### src/rtl/qlk_pkg.sv
package qlk_pkg;

    typedef enum logic [1:0] {
        REL_IDLE,
        REL_PASS,
        REL_FREE,
        REL_BAD
    } rel_act_e;

    typedef enum logic [1:0] {
        ACQ_IDLE,
        ACQ_GRANT,
        ACQ_QUEUE,
        ACQ_BAD
    } acq_act_e;

endpackage

### src/rtl/qlk_lock_table.sv
module qlk_lock_table
    import qlk_pkg::*;
#(
    parameter int NODES = 8,
    parameter int LOCKS = 4,
    parameter int NW    = 3,
    parameter int LW    = 2
) (
    input  logic          clk_i,
    input  logic          rst_ni,
    input  logic [LW-1:0] rd_a_idx_i,
    output logic          rd_a_busy_o,
    output logic [NW-1:0] rd_a_tail_o,
    input  logic [LW-1:0] rd_r_idx_i,
    output logic          rd_r_busy_o,
    output logic [NW-1:0] rd_r_holder_o,
    input  rel_act_e      rel_act_i,
    input  logic [NW-1:0] rel_new_holder_i,
    input  acq_act_e      acq_act_i,
    input  logic [NW-1:0] acq_node_i
);

    typedef struct packed {
        logic [LOCKS-1:0]         busy;
        logic [LOCKS-1:0][NW-1:0] holder;
        logic [LOCKS-1:0][NW-1:0] tail;
    } tbl_t;

    tbl_t tbl_d, tbl_q;

    assign rd_a_busy_o   = tbl_q.busy[rd_a_idx_i];
    assign rd_a_tail_o   = tbl_q.tail[rd_a_idx_i];
    assign rd_r_busy_o   = tbl_q.busy[rd_r_idx_i];
    assign rd_r_holder_o = tbl_q.holder[rd_r_idx_i];

    // Release is written first, acquire second, so a same-lock acquire sees the post-release state.
    always_comb begin
        tbl_d = tbl_q;
        if (rel_act_i == REL_PASS) begin
            tbl_d.holder[rd_r_idx_i] = rel_new_holder_i;
        end else if (rel_act_i == REL_FREE) begin
            tbl_d.busy[rd_r_idx_i] = 1'b0;
        end
        if (acq_act_i == ACQ_GRANT) begin
            tbl_d.busy[rd_a_idx_i]   = 1'b1;
            tbl_d.holder[rd_a_idx_i] = acq_node_i;
            tbl_d.tail[rd_a_idx_i]   = acq_node_i;
        end else if (acq_act_i == ACQ_QUEUE) begin
            tbl_d.tail[rd_a_idx_i] = acq_node_i;
        end
    end

    always_ff @(posedge clk_i or negedge rst_ni) begin
        if (!rst_ni) begin
            tbl_q <= '0;
        end else begin
            tbl_q <= tbl_d;
        end
    end

endmodule

### src/rtl/qlk_link_store.sv
module qlk_link_store
    import qlk_pkg::*;
#(
    parameter int NODES = 8,
    parameter int NW    = 3
) (
    input  logic          clk_i,
    input  logic          rst_ni,
    input  logic [NW-1:0] rd_a_node_i,
    output logic          rd_a_eng_o,
    input  logic [NW-1:0] rd_r_node_i,
    output logic          rd_r_nvld_o,
    output logic [NW-1:0] rd_r_nxt_o,
    input  rel_act_e      rel_act_i,
    input  acq_act_e      acq_act_i,
    input  logic [NW-1:0] acq_tail_i
);

    typedef struct packed {
        logic [NODES-1:0]         eng;
        logic [NODES-1:0]         nvld;
        logic [NODES-1:0][NW-1:0] nxt;
    } lnk_t;

    lnk_t lnk_d, lnk_q;

    assign rd_a_eng_o  = lnk_q.eng[rd_a_node_i];
    assign rd_r_nvld_o = lnk_q.nvld[rd_r_node_i];
    assign rd_r_nxt_o  = lnk_q.nxt[rd_r_node_i];

    always_comb begin
        lnk_d = lnk_q;
        if (rel_act_i == REL_PASS || rel_act_i == REL_FREE) begin
            lnk_d.eng[rd_r_node_i]  = 1'b0;
            lnk_d.nvld[rd_r_node_i] = 1'b0;
        end
        if (acq_act_i == ACQ_GRANT || acq_act_i == ACQ_QUEUE) begin
            lnk_d.eng[rd_a_node_i] = 1'b1;
        end
        if (acq_act_i == ACQ_QUEUE) begin
            lnk_d.nxt[acq_tail_i]  = rd_a_node_i;
            lnk_d.nvld[acq_tail_i] = 1'b1;
        end
    end

    always_ff @(posedge clk_i or negedge rst_ni) begin
        if (!rst_ni) begin
            lnk_q <= '0;
        end else begin
            lnk_q <= lnk_d;
        end
    end

endmodule

### src/rtl/qlk_ctrl.sv
module qlk_ctrl
    import qlk_pkg::*;
#(
    parameter int NODES = 8,
    parameter int NW    = 3,
    parameter int LW    = 2
) (
    input  logic             acq_vld_i,
    input  logic [NW-1:0]    acq_node_i,
    input  logic [LW-1:0]    acq_lock_i,
    input  logic             rel_vld_i,
    input  logic [NW-1:0]    rel_node_i,
    input  logic [LW-1:0]    rel_lock_i,
    input  logic             a_busy_i,
    input  logic             r_busy_i,
    input  logic [NW-1:0]    r_holder_i,
    input  logic             a_eng_i,
    input  logic             r_nvld_i,
    input  logic [NW-1:0]    r_nxt_i,
    output rel_act_e         rel_act_o,
    output acq_act_e         acq_act_o,
    output logic [NODES-1:0] gnt_o,
    output logic             acq_err_o,
    output logic             rel_err_o
);

    logic rel_hit;
    logic rel_done;
    logic eff_busy;
    logic eff_eng;

    always_comb begin
        rel_hit = rel_vld_i && r_busy_i && (r_holder_i == rel_node_i);
        if (!rel_vld_i) begin
            rel_act_o = REL_IDLE;
        end else if (!rel_hit) begin
            rel_act_o = REL_BAD;
        end else if (r_nvld_i) begin
            rel_act_o = REL_PASS;
        end else begin
            rel_act_o = REL_FREE;
        end
        rel_done = (rel_act_o == REL_PASS) || (rel_act_o == REL_FREE);

        // The acquire sees the state the release leaves behind.
        eff_busy = a_busy_i && !((rel_act_o == REL_FREE) && (rel_lock_i == acq_lock_i));
        eff_eng  = a_eng_i && !(rel_done && (rel_node_i == acq_node_i));

        if (!acq_vld_i) begin
            acq_act_o = ACQ_IDLE;
        end else if (eff_eng) begin
            acq_act_o = ACQ_BAD;
        end else if (eff_busy) begin
            acq_act_o = ACQ_QUEUE;
        end else begin
            acq_act_o = ACQ_GRANT;
        end

        gnt_o = '0;
        if (rel_act_o == REL_PASS) begin
            gnt_o[r_nxt_i] = 1'b1;
        end
        if (acq_act_o == ACQ_GRANT) begin
            gnt_o[acq_node_i] = 1'b1;
        end
        acq_err_o = (acq_act_o == ACQ_BAD);
        rel_err_o = (rel_act_o == REL_BAD);
    end

endmodule

### src/rtl/qlk_mgr.sv
module qlk_mgr
    import qlk_pkg::*;
#(
    parameter int NODES = 8,
    parameter int LOCKS = 4,
    localparam int NW   = (NODES > 1) ? $clog2(NODES) : 1,
    localparam int LW   = (LOCKS > 1) ? $clog2(LOCKS) : 1
) (
    input  logic             clk_i,
    input  logic             rst_ni,
    input  logic             acq_vld_i,
    input  logic [NW-1:0]    acq_node_i,
    input  logic [LW-1:0]    acq_lock_i,
    input  logic             rel_vld_i,
    input  logic [NW-1:0]    rel_node_i,
    input  logic [LW-1:0]    rel_lock_i,
    output logic [NODES-1:0] gnt_o,
    output logic             acq_err_o,
    output logic             rel_err_o
);

    typedef struct packed {
        logic [NODES-1:0] gnt;
        logic             aerr;
        logic             rerr;
    } out_t;

    out_t out_d, out_q;

    rel_act_e         rel_act;
    acq_act_e         acq_act;
    logic             a_busy, r_busy, a_eng, r_nvld;
    logic [NW-1:0]    a_tail, r_holder, r_nxt;
    logic [NODES-1:0] gnt_c;
    logic             aerr_c, rerr_c;

    qlk_lock_table #(.NODES(NODES), .LOCKS(LOCKS), .NW(NW), .LW(LW)) u_tbl (
        .clk_i           (clk_i),
        .rst_ni          (rst_ni),
        .rd_a_idx_i      (acq_lock_i),
        .rd_a_busy_o     (a_busy),
        .rd_a_tail_o     (a_tail),
        .rd_r_idx_i      (rel_lock_i),
        .rd_r_busy_o     (r_busy),
        .rd_r_holder_o   (r_holder),
        .rel_act_i       (rel_act),
        .rel_new_holder_i(r_nxt),
        .acq_act_i       (acq_act),
        .acq_node_i      (acq_node_i)
    );

    qlk_link_store #(.NODES(NODES), .NW(NW)) u_lnk (
        .clk_i      (clk_i),
        .rst_ni     (rst_ni),
        .rd_a_node_i(acq_node_i),
        .rd_a_eng_o (a_eng),
        .rd_r_node_i(rel_node_i),
        .rd_r_nvld_o(r_nvld),
        .rd_r_nxt_o (r_nxt),
        .rel_act_i  (rel_act),
        .acq_act_i  (acq_act),
        .acq_tail_i (a_tail)
    );

    qlk_ctrl #(.NODES(NODES), .NW(NW), .LW(LW)) u_ctrl (
        .acq_vld_i (acq_vld_i),
        .acq_node_i(acq_node_i),
        .acq_lock_i(acq_lock_i),
        .rel_vld_i (rel_vld_i),
        .rel_node_i(rel_node_i),
        .rel_lock_i(rel_lock_i),
        .a_busy_i  (a_busy),
        .r_busy_i  (r_busy),
        .r_holder_i(r_holder),
        .a_eng_i   (a_eng),
        .r_nvld_i  (r_nvld),
        .r_nxt_i   (r_nxt),
        .rel_act_o (rel_act),
        .acq_act_o (acq_act),
        .gnt_o     (gnt_c),
        .acq_err_o (aerr_c),
        .rel_err_o (rerr_c)
    );

    always_comb begin
        out_d      = out_q;
        out_d.gnt  = gnt_c;
        out_d.aerr = aerr_c;
        out_d.rerr = rerr_c;
    end

    always_ff @(posedge clk_i or negedge rst_ni) begin
        if (!rst_ni) begin
            out_q <= '0;
        end else begin
            out_q <= out_d;
        end
    end

    assign gnt_o     = out_q.gnt;
    assign acq_err_o = out_q.aerr;
    assign rel_err_o = out_q.rerr;

endmodule

### config.mk
export PLATFORM = sky130hd
export DESIGN_NAME = qlk_mgr
export DESIGN_NICKNAME = d
export VERILOG_FILES = /design/src/rtl/qlk_pkg.sv /design/src/rtl/qlk_lock_table.sv /design/src/rtl/qlk_link_store.sv /design/src/rtl/qlk_ctrl.sv /design/src/rtl/qlk_mgr.sv
export SDC_FILE = /design/constraint.sdc
export NUM_CORES = 1
export LEC_CHECK = 0
export BUFFER_PORTS_ARGS = -buffer_cell sky130_fd_sc_hd__buf_2
export CAP_MARGIN = 20
export CORE_UTILIZATION = 25
export CTS_BUF_LIST = sky130_fd_sc_hd__clkbuf_16
export DETAILED_ROUTE_END_ITERATION = 8
export PLACE_DENSITY_LB_ADDON = 0.08
export SLEW_MARGIN = 20
export SYNTH_ARGS = -nofsm -noshare
export SYNTH_HDL_FRONTEND = slang
export SYNTH_SLANG_ARGS = --single-unit
export TNS_END_PERCENT = 20
### constraint.sdc
create_clock -name clk_i -period 5.55 [get_ports clk_i]
set_input_delay 0.2775 -clock clk_i [delete_from_list [all_inputs] [get_ports clk_i]]
set_output_delay 0.2775 -clock clk_i [all_outputs]
set_load 0.005 [all_outputs]
---- Word level (Yosys, flattened, before mapping) ----
Cells that the tools add are included.
storage, ports and cells
  word-level logic and storage cells ...... 122
  output and inout bits ................... 10
  input bits .............................. 14
  bits in registers ....................... 78
operators by class
  multiplexer cells ....................... 53
  bitwise operators ....................... 9
  reduce and logical (&&, ||, !) cells .... 17
  equal/unequal tests ..................... 9
  $lt $le $gt $ge ......................... 12
operator list
  cell                                                                   count
  12-bit bitwise mux                                                     3
  12-bit 2-to-1 mux                                                      3
  16-bit 2-to-1 mux                                                      2
  32-bit 2-to-1 mux                                                      1
  24-bit bitwise mux                                                     1
  8-bit 2-to-1 mux                                                       3
  8-bit bitwise OR                                                       3
  3-bit 2-to-1 mux                                                       6
  8-bit AND                                                              2
  3-bit by 4-bit < comparator with 1-bit output, second input constant   4
  3-bit binary-select mux with 2-bit select                              2
  1-bit demux with 3-bit select                                          4
  3-bit demux with 2-bit select                                          2
  3-bit by 1-bit >= comparator with 1-bit output, second input constant  4
  1-bit logical AND                                                      12
  2-bit 2-to-1 mux                                                       6
  1-bit 2-to-1 mux                                                       10
  3-bit binary-select mux with 3-bit select                              1
  3-bit demux with 3-bit select                                          1
  2-bit equality test, second input constant                             4
  4-bit 2-to-1 mux                                                       2
  8-bit inverter                                                         1
  1-bit binary-select mux with 3-bit select                              2
  3-bit equality test                                                    2
  other kinds (12)                                                       19

---- Longest topological paths before layout ----
Gate-level depths: netlist (run 1).
  depth in word-level cells ............... 16
  gate-level depth with buffers ........... 9
  gate-level depth less buffers ........... 6

---- Cells and area by module ----
A second synthesis (run 1) with hierarchy kept.
unflattened totals
  cells, all modules ...................... 305
  area, all modules ....................... 4058.9 sq um
modules (own cells, without submodules)
  module          instances  area an instance (sq um)  sequential area each (sq um)  cells an instance
  qlk_link_store  1          1975.6                    1001.0                        132
  qlk_lock_table  1          1480.2                    700.7                         116
  qlk_ctrl        1          352.8                     0.0                           47
  qlk_mgr         1          250.2                     250.2                         10

---- Worst setup path before layout (run 1) ----
OpenSTA, ideal clock, no wires.
  kind .................................... input to register
  from .................................... input rel_lock_i[0]
  to ...................................... register u_tbl.tbl_q[18] (netlist name)
  arrival ................................. 2.589 ns
  data required time ...................... 5.425 ns
  cell stages on the path ................. 8
  slack ................................... 2.837 ns
  path buffers ............................ 2
  library setup time ...................... 0.125 ns
  path through ............................ buf_2 -> mux4_2 -> xor2_1 -> nor4_4 -> buf_2 -> nor3b_2 -> mux2_2 -> mux2_2
RTL lines
  element                 line                  RTL
  start: declaration      qlk_mgr.sv:16         input logic [LW-1:0] rel_lock_i,
  end signal: assignment  qlk_lock_table.sv:57  tbl_q <= tbl_d;
  end: declaration        qlk_lock_table.sv:29  tbl_t tbl_d, tbl_q;

==> results of run 1 <==
-- power breakdown --
part | leakage [uW] | switching, uW | internal, uW
Combinational | 0.000860 | 313 | 349
Sequential | 0.000968 | 121 | 792
Clock | 0.000134 | 253 | 349
-- what timing repair did --
item | in CTS | in global routing
gates resized for setup | 0 | 0
endpoints found under the hold margin | 35 | 0
endpoints found under the setup margin | 0 | 0
hold buffers | 1 | 0
buffers inserted | 0 | 0
-- metal layers --
metal	GRT usage, %	vias to the layer above	wire length, um
li1	-	1246	-
met2	21.4	42	4870
met3	2.75	15	316
met1	20.0	1359	5440
met4	6.84	0	223
met5	0	-	0
-- Yosys cell counts (all sizes together) --
cell	number
dfrtp	78
mux2	63
nand2	23
mux4	15
nand3	14
clkbuf	13
o21ai	11
nand2b	10
buf	9
a21oi	8
nor2	8
inv	7
nand3b	7
o22ai	7
nor2b	6
nor3	6
xor2	6
and2	5
a22o	4
mux2i	4
nor3b	4
o2bb2ai	4
o31ai	3
or2	3
o22a	2
o32ai	2
xnor2	2
a211o	1
a211oi	1
a21boi	1
and3	1
and3b	1
nand4b	1
nor4	1
nor4b	1
or3	1
or3b	1
-- logic make-up (layout without fill, tap and decap cells) --
logic type,after synthesis,in the layout,share of synthesized area [%]
flip-flops,78,78,47.8
buffers and inverters,29,49,2.97
AO/OA/AOI/OAI,44,44,7.24
XOR/XNOR,8,8,1.72
multiplexers,82,82,27.0
AND/OR/NAND/NOR,93,93,13.3
-- sequential cells by signal, indices dropped and copies added (netlist names) --
signal / count
acq_err_o: 1
u_tbl.tbl_q: 28
gnt_o: 8
rel_err_o: 1
u_lnk.lnk_q: 40
-- metrics by stage --
stage | hold slack [ns] | util, % | worst slack, ns | cells
2_1_floorplan | -0.0181 | - | 2.84 | 334
3_3_place_gp | 0.294 | 27.6 | 1.85 | 552
3_5_place_dp | 0.296 | 27.6 | 1.80 | 552
4_1_cts | 0.212 | 29.5 | 1.99 | 569
5_1_grt | 0.220 | 29.6 | 2.31 | 570
6_report | 0.225 | 29.6 | 2.52 | 570
-- layout make-up --
| type | count | area share [%] |
|---|---|---|
| Clock buffer | 9 | 4.79 |
| Clock inverter | 7 | 1.57 |
| Multi-Input combinational cell | 227 | 42.7 |
| Inverter | 7 | 0.559 |
| Timing Repair Buffer | 26 | 3.17 |
| Sequential cell | 78 | 41.5 |
| Tap cell | 216 | 5.75 |
-- worst max-delay path, delay by kind of cell (launching register included) --
kind / cells / cell delay (ns)
flip-flops: 1 / 0.39
buffers and inverters: 1 / 0.29
multiplexers: 2 / 0.87
AO/OA/AOI/OAI: 1 / 0.19
XOR/XNOR: 1 / 0.18
AND/OR/NAND/NOR: 2 / 0.99
-- final timing paths --
kind / end / cells after the start / slack, ns / start
max in group asynchronous: u_tbl.tbl_q[11] / 3 / 4.13 / rst_ni
max: u_tbl.tbl_q[18] / 7 / 2.52 / u_tbl.tbl_q[23]
min in group asynchronous: u_lnk.lnk_q[37] / 2 / 0.46 / rst_ni
min reg2reg: u_lnk.lnk_q[36] / 2 / 0.49 / u_lnk.lnk_q[36]
min: rel_err_o / 2 / 0.22 / rel_vld_i
max reg2reg: u_tbl.tbl_q[18] / 7 / 2.52 / u_tbl.tbl_q[23]
==> flow_summary.json, run 1 <==
{
  "nets": 363,
  "rows": 46,
  "numCtsBuffers": 9,
  "final-setup-viol-count": 0,
  "routedWlPerCell_um": 19.0,
  "critPathKind": "flip-flop to flip-flop",
  "ys_seq_elements": 78,
  "syn-cell-area_um2": 4080,
  "finalHoldViolations": 0,
  "first_global_vias": 2797,
  "clkTransAtPathRegs_ns": 0.06,
  "die_h_um": 130,
  "htree_levels": 3,
  "fmaxAchievable_mhz": 330,
  "die_w_um": 130,
  "antenna_found_initial": 0,
  "final_common_cell": "dfrtp_1",
  "grt_start_max_net_pins": 44,
  "critPathLaunchType": "flip-flop",
  "hold_class": "input pin to flip-flop",
  "cpMaxStageDelayCell": "nor3_1",
  "syn_avg_cell_area_um2": 12.2,
  "dieArea_um2": 16800,
  "core_um2": 15900,
  "fin_crit_ns": 3.03,
  "syn_to_final_growth_pct": 15.3,
  "status": "complete, no violations",
  "synth_top_cell_by_area": "dfrtp_1",
  "layout.cells.most_common_list": "78 x dfrtp_1, 60 x mux2_2, 23 x nand2_1",
  "drcViolationCount": 0,
  "grt_overflow": 0,
  "multi_input_area_um2": 2010,
  "gp_congestion": 0.754,
  "cts_tree": "done",
  "dpl_cell_area_um2": 4380,
  "synth_area_leaders": "dfrtp_1 48%, mux2_2 17%, mux4_2 8.3%",
  "ir_drop_mv": 0.165,
  "cts_root_buffer": "clkbuf_16",
  "final_max_slew_viol_count": 0,
  "start_util_pct": 25.7,
  "n_fill_cell": 1650,
  "drt_first_iter_violations": 96,
  "track_usage_pct": 14.4,
  "wirelength_um": 10800,
  "cp_data_arrival_time_ns": 3.26,
  "critPathMaxFanout": 18,
  "num_io_pins": 24,
  "finalPower_uw": 2180,
  "final_cell_area_um2": 4700,
  "cp.required_ns": 5.78,
  "via_count": 2662,
  "slowest_delay_ns": 0.52,
  "dp_hpwl_um": 7500,
  "num_antenna_cells": 0,
  "synth.net_count": 348,
  "yosysUniqueCellTypes": 43,
  "rsz0062_at_grt": "no",
  "drive_gt1_share_pct": 35.9,
  "seq_area_um2": 1950,
  "power_density_nw_per_um2": 463,
  "synth_top_area_share_pct": 47.8,
  "ant_nets": 0,
  "port_buffers": 23,
  "worst_setup_path_end_kind": "flip-flop",
  "ctsLongestPathBuffers": 2,
  "skew_ns": 0.00806,
  "power_leakage_uw": 0.00196,
  "numClockSinks": 78,
  "yosysSeqAreaShare_pct": 47.8,
  "fin_tns_setup_ns": 0,
  "grt_pass1_wl_um": 17300,
  "dr.pass1.iters": 4,
  "cp_cell_sequence": "mux4_2 > xor2_1 > nor4_4 > clkbuf_8 > a21boi_1 > nor3_1 > mux2_2",
  "syn_inst": 334,
  "vias_per_cell": 4.67,
  "drv_cap": 0,
  "insertion_delay_ns": 0.35,
  "tightestPinTransition_ns": 0.622,
  "maxSlewHeadroom_pct": 58.5,
  "min_period_over_period_pct": 54.6,
  "synth_warnings": 0
}
No activity file was read; power rests on OpenSTA's default activity.
==> inputs of run 2 (changes only) <==
- clock period: 5.55 -> 2.64 ns (I/O delays scaled with it)
==> run 2 against run 1 <==
Sequential cell count unchanged. Die area unchanged. Clock skew about the same. Routed wire length up 1.6%. Largest cell class unchanged. Largest power group unchanged.
==> flow_summary.json, run 2 (synthesis results as in run 1) <==
{
  "largest_reg_flops": 40,
  "vias_per_cell": 4.73,
  "dr.pass1.iters": 4,
  "final_max_slew_viol_count": 0,
  "grt_pass1_wl_um": 17300,
  "rows": 46,
  "largest-register": "u_lnk.lnk_q",
  "critPathKind": "flip-flop to flip-flop",
  "fin_tns_setup_ns": 0,
  "hp-start": "rel_vld_i",
  "path_delay_family": "multiplexers",
  "track_usage_pct": 14.4,
  "core_um2": 15900,
  "cp_data_arrival_time_ns": 2.78,
  "numCtsBuffers": 9,
  "slowest_delay_ns": 0.47,
  "final_common_cell": "dfrtp_1",
  "cp_cell_sequence": "mux4_2 > xor2_1 > nor4_4 > buf_6 > nor4b_4 > mux2_2 > mux2_1",
  "critPathLaunchType": "flip-flop",
  "syn_to_final_growth_pct": 20.3,
  "tightestPinTransition_ns": 0.735,
  "reg2reg_slack_ns": 0.08,
  "cpMaxStageDelayCell": "mux4_2",
  "die_h_um": 130,
  "ff2ff_path_depth": 7,
  "min_delay_worst_endpoint": "rel_err_o",
  "insertion_delay_ns": 0.35,
  "fmaxAchievable_mhz": 391,
  "ir_drop_mv": 0.347,
  "htree_levels": 3,
  "power_leakage_uw": 0.00211,
  "finalPower_uw": 4510,
  "r2r-end": "u_tbl.tbl_q[14]",
  "cp.required_ns": 2.86,
  "final-setup-viol-count": 0,
  "numClockSinks": 78,
  "maxSlewHeadroom_pct": 51.0,
  "layout.cells.most_common_list": "78 x dfrtp_1, 60 x mux2_2, 27 x buf_4",
  "grt_start_max_net_pins": 79,
  "via_count": 2822,
  "num_antenna_cells": 0,
  "ant_nets": 0,
  "num_io_pins": 24,
  "antenna_found_initial": 0,
  "drive_gt1_share_pct": 39.6,
  "grt_overflow": 0,
  "die_w_um": 130,
  "routedWlPerCell_um": 18.5,
  "wirelength_um": 11000,
  "start_util_pct": 25.7,
  "cts_tree": "done",
  "drv_cap": 0,
  "fin_crit_ns": 2.56,
  "critPathMaxFanout": 10,
  "drt_first_iter_violations": 98,
  "min_period_over_period_pct": 96.8,
  "port_buffers": 23,
  "rsz0062_at_grt": "yes",
  "path_buf_inv": 1,
  "rr_startpoint": "u_tbl.tbl_q[18]",
  "worst_setup_path_end_kind": "flip-flop",
  "drcViolationCount": 0,
  "cts_root_buffer": "clkbuf_16",
  "gp_congestion": 0.755,
  "skew_ns": 0.00812,
  "min_path_cells": 2,
  "power_density_nw_per_um2": 920,
  "ctsLongestPathBuffers": 2,
  "first_global_vias": 2917,
  "dieArea_um2": 16800,
  "dp_hpwl_um": 7860,
  "status": "complete, no violations",
  "clkTransAtPathRegs_ns": 0.06,
  "finalHoldViolations": 0,
  "hold_class": "input pin to flip-flop",
  "nets": 390
}
[run 2: changes by cell type in the layout (fill, tap and decap cells not counted), moves of 2 or more]
cell and delta:
inv_1 +4, clkinv_1 +3, buf_4 +25, nand3_1 -2
nand3_2 +2, buf_6 +2, clkinvlp_4 -4
[run 2: final cells by class]
cell class / instances / area (um2)
tap: 216 / 270
fill: 1662 / 11000
inverter: 7 / 26.3
clock buffer: 9 / 225
timing repair buffer: 53 / 365
sequential: 78 / 1950
multi-input combinational: 227 / 2040
clock inverter: 7 / 26.3
[run 2: how the worst max path moves through the flow]
stage | from | to | slack, ns | cells past startpoint
finish | u_tbl.tbl_q[18] | u_tbl.tbl_q[14] | 0.08 | 7
global route | u_tbl.tbl_q[17] | u_tbl.tbl_q[12] | -0.02 | 7
CTS | u_tbl.tbl_q[13] | u_tbl.tbl_q[11] | 0.0004 | 9
detailed placement | u_tbl.tbl_q[18] | u_tbl.tbl_q[12] | 0.003 | 7
global placement | u_tbl.tbl_q[17] | u_tbl.tbl_q[14] | 0.02 | 7
floorplan | u_tbl.tbl_q[23] | u_tbl.tbl_q[18] | 0.07 | 7
[run 2: per-stage QoR]
stage	hold slack (ns)	util [%]	area, um2	setup slack [ns]	std cells
CTS	0.0138	30.6	4860	0.000389	596
global placement	0.399	29.0	4600	0.0192	580
floorplan	-0.164	-	4080	0.0713	334
global route	0.0428	30.9	4910	-0.0205	597
detailed placement	0.391	29.0	4600	0.00332	580
finish	0.0435	30.9	4910	0.0839	597
[run 2: power breakdown]
part           internal [uW]  leakage, uW  switching [uW]
clock                    613     0.000137             481
sequential              1670     0.000968             245
combinational            818      0.00101             691
total                   3100      0.00211            1420
[run 2: worst reg2reg max path, stage by stage (launching register included)]
cell	delay (ns)
dfrtp_1	0.39
mux4_2	0.47
xor2_1	0.18
nor4_4	0.28
buf_6	0.18
nor4b_4	0.28
mux2_2	0.37
mux2_1	0.29
[run 2: timing repair]
| action | 4_1_cts | 5_1_grt |
|---|---|---|
| setup buffers | 0 | 0 |
| endpoints found under the hold margin | 0 | 78 |
| endpoints found under the setup margin | 1 | 22 |
| gates resized for setup | 1 | 6 |
| hold buffers | 0 | 1 |
| gates cloned | 0 | 0 |
[run 2: per-layer routing]
layer / global-route usage (%) / part of all wire (%) / routed length [um]
met5: 0 / 0 / 0
met4: 5.95 / 1.5 / 170
met3: 3.53 / 3.2 / 354
met2: 22.6 / 47 / 5170
met1: 19.1 / 48 / 5340
==> inputs of run 3 (changes only) <==
- ABC_AREA: unset -> 1
==> run 3 against run 2 <==
Clock-buffer cell count stayed put. Setup slack better by 0.44 ns. Total power is 6.1% higher. Critical endpoint is now u_lnk.lnk_q[9]. Largest cell class unchanged. Sequential share of layout area is 0.54 points lower. Routed wire length is 21% higher.
==> flow_summary.json, run 3 <==
{
  "cp_data_arrival_time_ns": 2.35,
  "rows": 47,
  "synth.most_common_cell": "nand2_1",
  "start_util_pct": 25.6,
  "port_buffers": 23,
  "dp_hpwl_um": 9420,
  "tightestPinTransition_ns": 0.808,
  "hp-start": "rel_vld_i",
  "numClockSinks": 78,
  "synth.net_count": 597,
  "largest-register": "u_lnk.lnk_q",
  "postCtsSetupBuffers": 0,
  "setup_ws_ns": 0.528,
  "cts_tree": "done",
  "power_density_nw_per_um2": 963,
  "multi_input_area_um2": 2030,
  "fin_crit_ns": 2.11,
  "grt_start_max_net_pins": 79,
  "pre_cts_ws_ns": 0.283,
  "reg2reg_slack_ns": 0.53,
  "synth_area_leaders": "dfrtp_1 46%, nand2_1 19%, o21ai_0 8.9%",
  "seq_area_um2": 1950,
  "power_leakage_uw": 0.00252,
  "nets": 626,
  "syn_inst": 583,
  "grt_overflow": 0,
  "ant_nets": 0,
  "fin_tns_setup_ns": 0,
  "wirelength_um": 13300,
  "synth_warnings": 0,
  "synth_edf_count": 0,
  "hold_class": "input pin to flip-flop",
  "drive_gt1_share_pct": 11.3,
  "syn_avg_cell_area_um2": 7.27,
  "dr.pass1.iters": 4,
  "syn_to_final_growth_pct": 17.3,
  "vias_per_cell": 4.54,
  "min_path_cells": 3,
  "final_max_slew_viol_count": 0,
  "die_h_um": 132,
  "n_fill_cell": 1858,
  "synth_top_flop_cell": "dfrtp_1",
  "drv_cap": 0,
  "cp.required_ns": 2.88,
  "core_um2": 16600,
  "critPathMaxFanout": 18,
  "yosysSeqAreaShare_pct": 46.0,
  "p_sw_share_pct": 35.9,
  "num_antenna_cells": 0,
  "ff2ff_path_depth": 15,
  "seqPwrFrac_pct": 40.7,
  "ctsLongestPathBuffers": 2,
  "ir_drop_mv": 0.326,
  "largest_reg_flops": 40,
  "via_count": 3802,
  "drt_first_iter_violations": 293,
  "gp_congestion": 0.761,
  "cts_root_buffer": "clkbuf_16",
  "syn-cell-area_um2": 4240,
  "critPathKind": "flip-flop to flip-flop",
  "min_delay_worst_endpoint": "rel_err_o",
  "synth_top_cell_by_area": "dfrtp_1",
  "worst_setup_path_end_kind": "flip-flop",
  "fmaxAchievable_mhz": 474,
  "worst_hold_slack_ns": 0.0347,
  "synthArstFlopShare_pct": 100,
  "clkTransAtPathRegs_ns": 0.06,
  "min_period_over_period_pct": 80.0,
  "p_comb_share_pct": 29.0,
  "drcViolationCount": 0,
  "htree_levels": 3,
  "rr_startpoint": "u_tbl.tbl_q[16]",
  "final_common_cell": "nand2_1",
  "cts_resized": 0,
  "maxSlewHeadroom_pct": 46.1,
  "clkPwrFrac_pct": 30.3,
  "final-setup-viol-count": 0,
  "layout.cells.most_common_list": "220 x nand2_1, 78 x dfrtp_1, 75 x o21ai_0",
  "insertion_delay_ns": 0.35,
  "dieArea_um2": 17500,
  "synth_top_area_share_pct": 46.0,
  "ys_seq_elements": 78,
  "rsz0062_at_grt": "no",
  "num_io_pins": 24,
  "critPathLaunchType": "flip-flop",
  "numCtsBuffers": 9,
  "first_global_vias": 3914,
  "grt_pass1_wl_um": 21600,
  "finalHoldViolations": 0,
  "ys_top_cells_by_count": "220 x nand2_1, 78 x dfrtp_1, 75 x o21ai_0",
  "skew_ns": 0.0109,
  "track_usage_pct": 16.4,
  "routedWlPerCell_um": 15.9,
  "p_int_uw": 3070,
  "r2r-end": "u_lnk.lnk_q[9]",
  "die_w_um": 132,
  "yosysUniqueCellTypes": 25,
  "antenna_found_initial": 0,
  "status": "complete, no violations",
  "p_switching_uw": 1720
}
run 3: cell types whose count changed in the layout (fill, tap and decap cells not counted), sizes merged, moves of 5 or more:
cell,before,now
o21ai,11,75
and2,5,0
mux2,63,0
nand3b,7,0
nand2,23,230
nor2b,6,0
mux4,15,0
buf,52,35
inv,11,40
nand4,0,5
nor2,8,64
nand3,14,55
nand2b,10,0
run 3: how the worst max path moves through the flow:
stage | from | depth (start not counted) | slack (ns) | end
4_1_cts | u_tbl.tbl_q[16] | 15 | 0.52 | u_lnk.lnk_q[9]
3_5_place_dp | rel_node_i[0] | 12 | 0.28 | u_lnk.lnk_q[7]
6_report | u_tbl.tbl_q[16] | 15 | 0.53 | u_lnk.lnk_q[9]
3_3_place_gp | rel_node_i[0] | 12 | 0.31 | u_lnk.lnk_q[20]
5_1_grt | u_tbl.tbl_q[16] | 13 | 0.29 | gnt_o[3]
2_1_floorplan | u_tbl.tbl_q[23] | 15 | 1.0 | u_lnk.lnk_q[12]
run 3: power by group through the flow:
stage,sequential [uW],combinational [uW],clock (uW)
finish,1950,1390,1450
global route,2020,1620,1530
CTS,1950,1410,1490
detailed placement,1960,1400,0
global placement,1970,1390,0
floorplan,1880,1040,0
run 3: what timing repair did:
item / CTS / global route
hold buffers: 0 / 1
hold endpoints to repair: 0 / 78
endpoints found under the setup margin: 0 / 0
run 3: critical path, cell delays in order (launching register included):
cell and delay (ns):
dfrtp_1 0.40, nand2_1 0.08, nand2_1 0.06, nand2_1 0.09
nand2_1 0.06, nand2_1 0.06, nand2_1 0.06, nor2_2 0.16
nand3_2 0.11, nand2_4 0.12, nand2_8 0.13, nor2_8 0.29
buf_12 0.20, nand2_4 0.06, nand2_1 0.07, nand2_1 0.04
run 3: final cells by class:
cell class / count / share of cell area, %
tap: 220 / 5.53
sequential: 78 / 39.2
clock buffer: 9 / 4.53
timing repair buffer: 36 / 4.70
inverter: 39 / 2.94
clock inverter: 7 / 2.29
multi-input combinational: 448 / 40.8
run 3: metrics by stage:
stage               total power [uW]  utilization (%)  instances  area, um2
floorplan                       2920                -        583       4240
detailed placement              3370             27.9        820       4620
finish                          4790             30.0        837       4970
CTS                             4840             29.9        836       4960
global route                    5160             30.0        837       4970
global placement                3360             27.9        820       4620
run 3: logic make-up after synthesis:
| family | count (synthesis) | share of synthesized area (%) |
|---|---|---|
| buffers and inverters | 57 | 6.14 |
| flip-flops | 78 | 46.0 |
| AO/OA/AOI/OAI | 90 | 10.9 |
| XOR/XNOR | 2 | 0.413 |
| AND/OR/NAND/NOR | 356 | 36.5 |
run 3: per-layer routing:
metal | global-route usage, % | vias to the layer above | share of wire (%)
met2 | 26.2 | 49 | 45
li1 | - | 1940 | -
met3 | 2.65 | 19 | 2.4
met5 | 0 | - | 0
met4 | 7.85 | 0 | 2.9
met1 | 21.6 | 1794 | 49
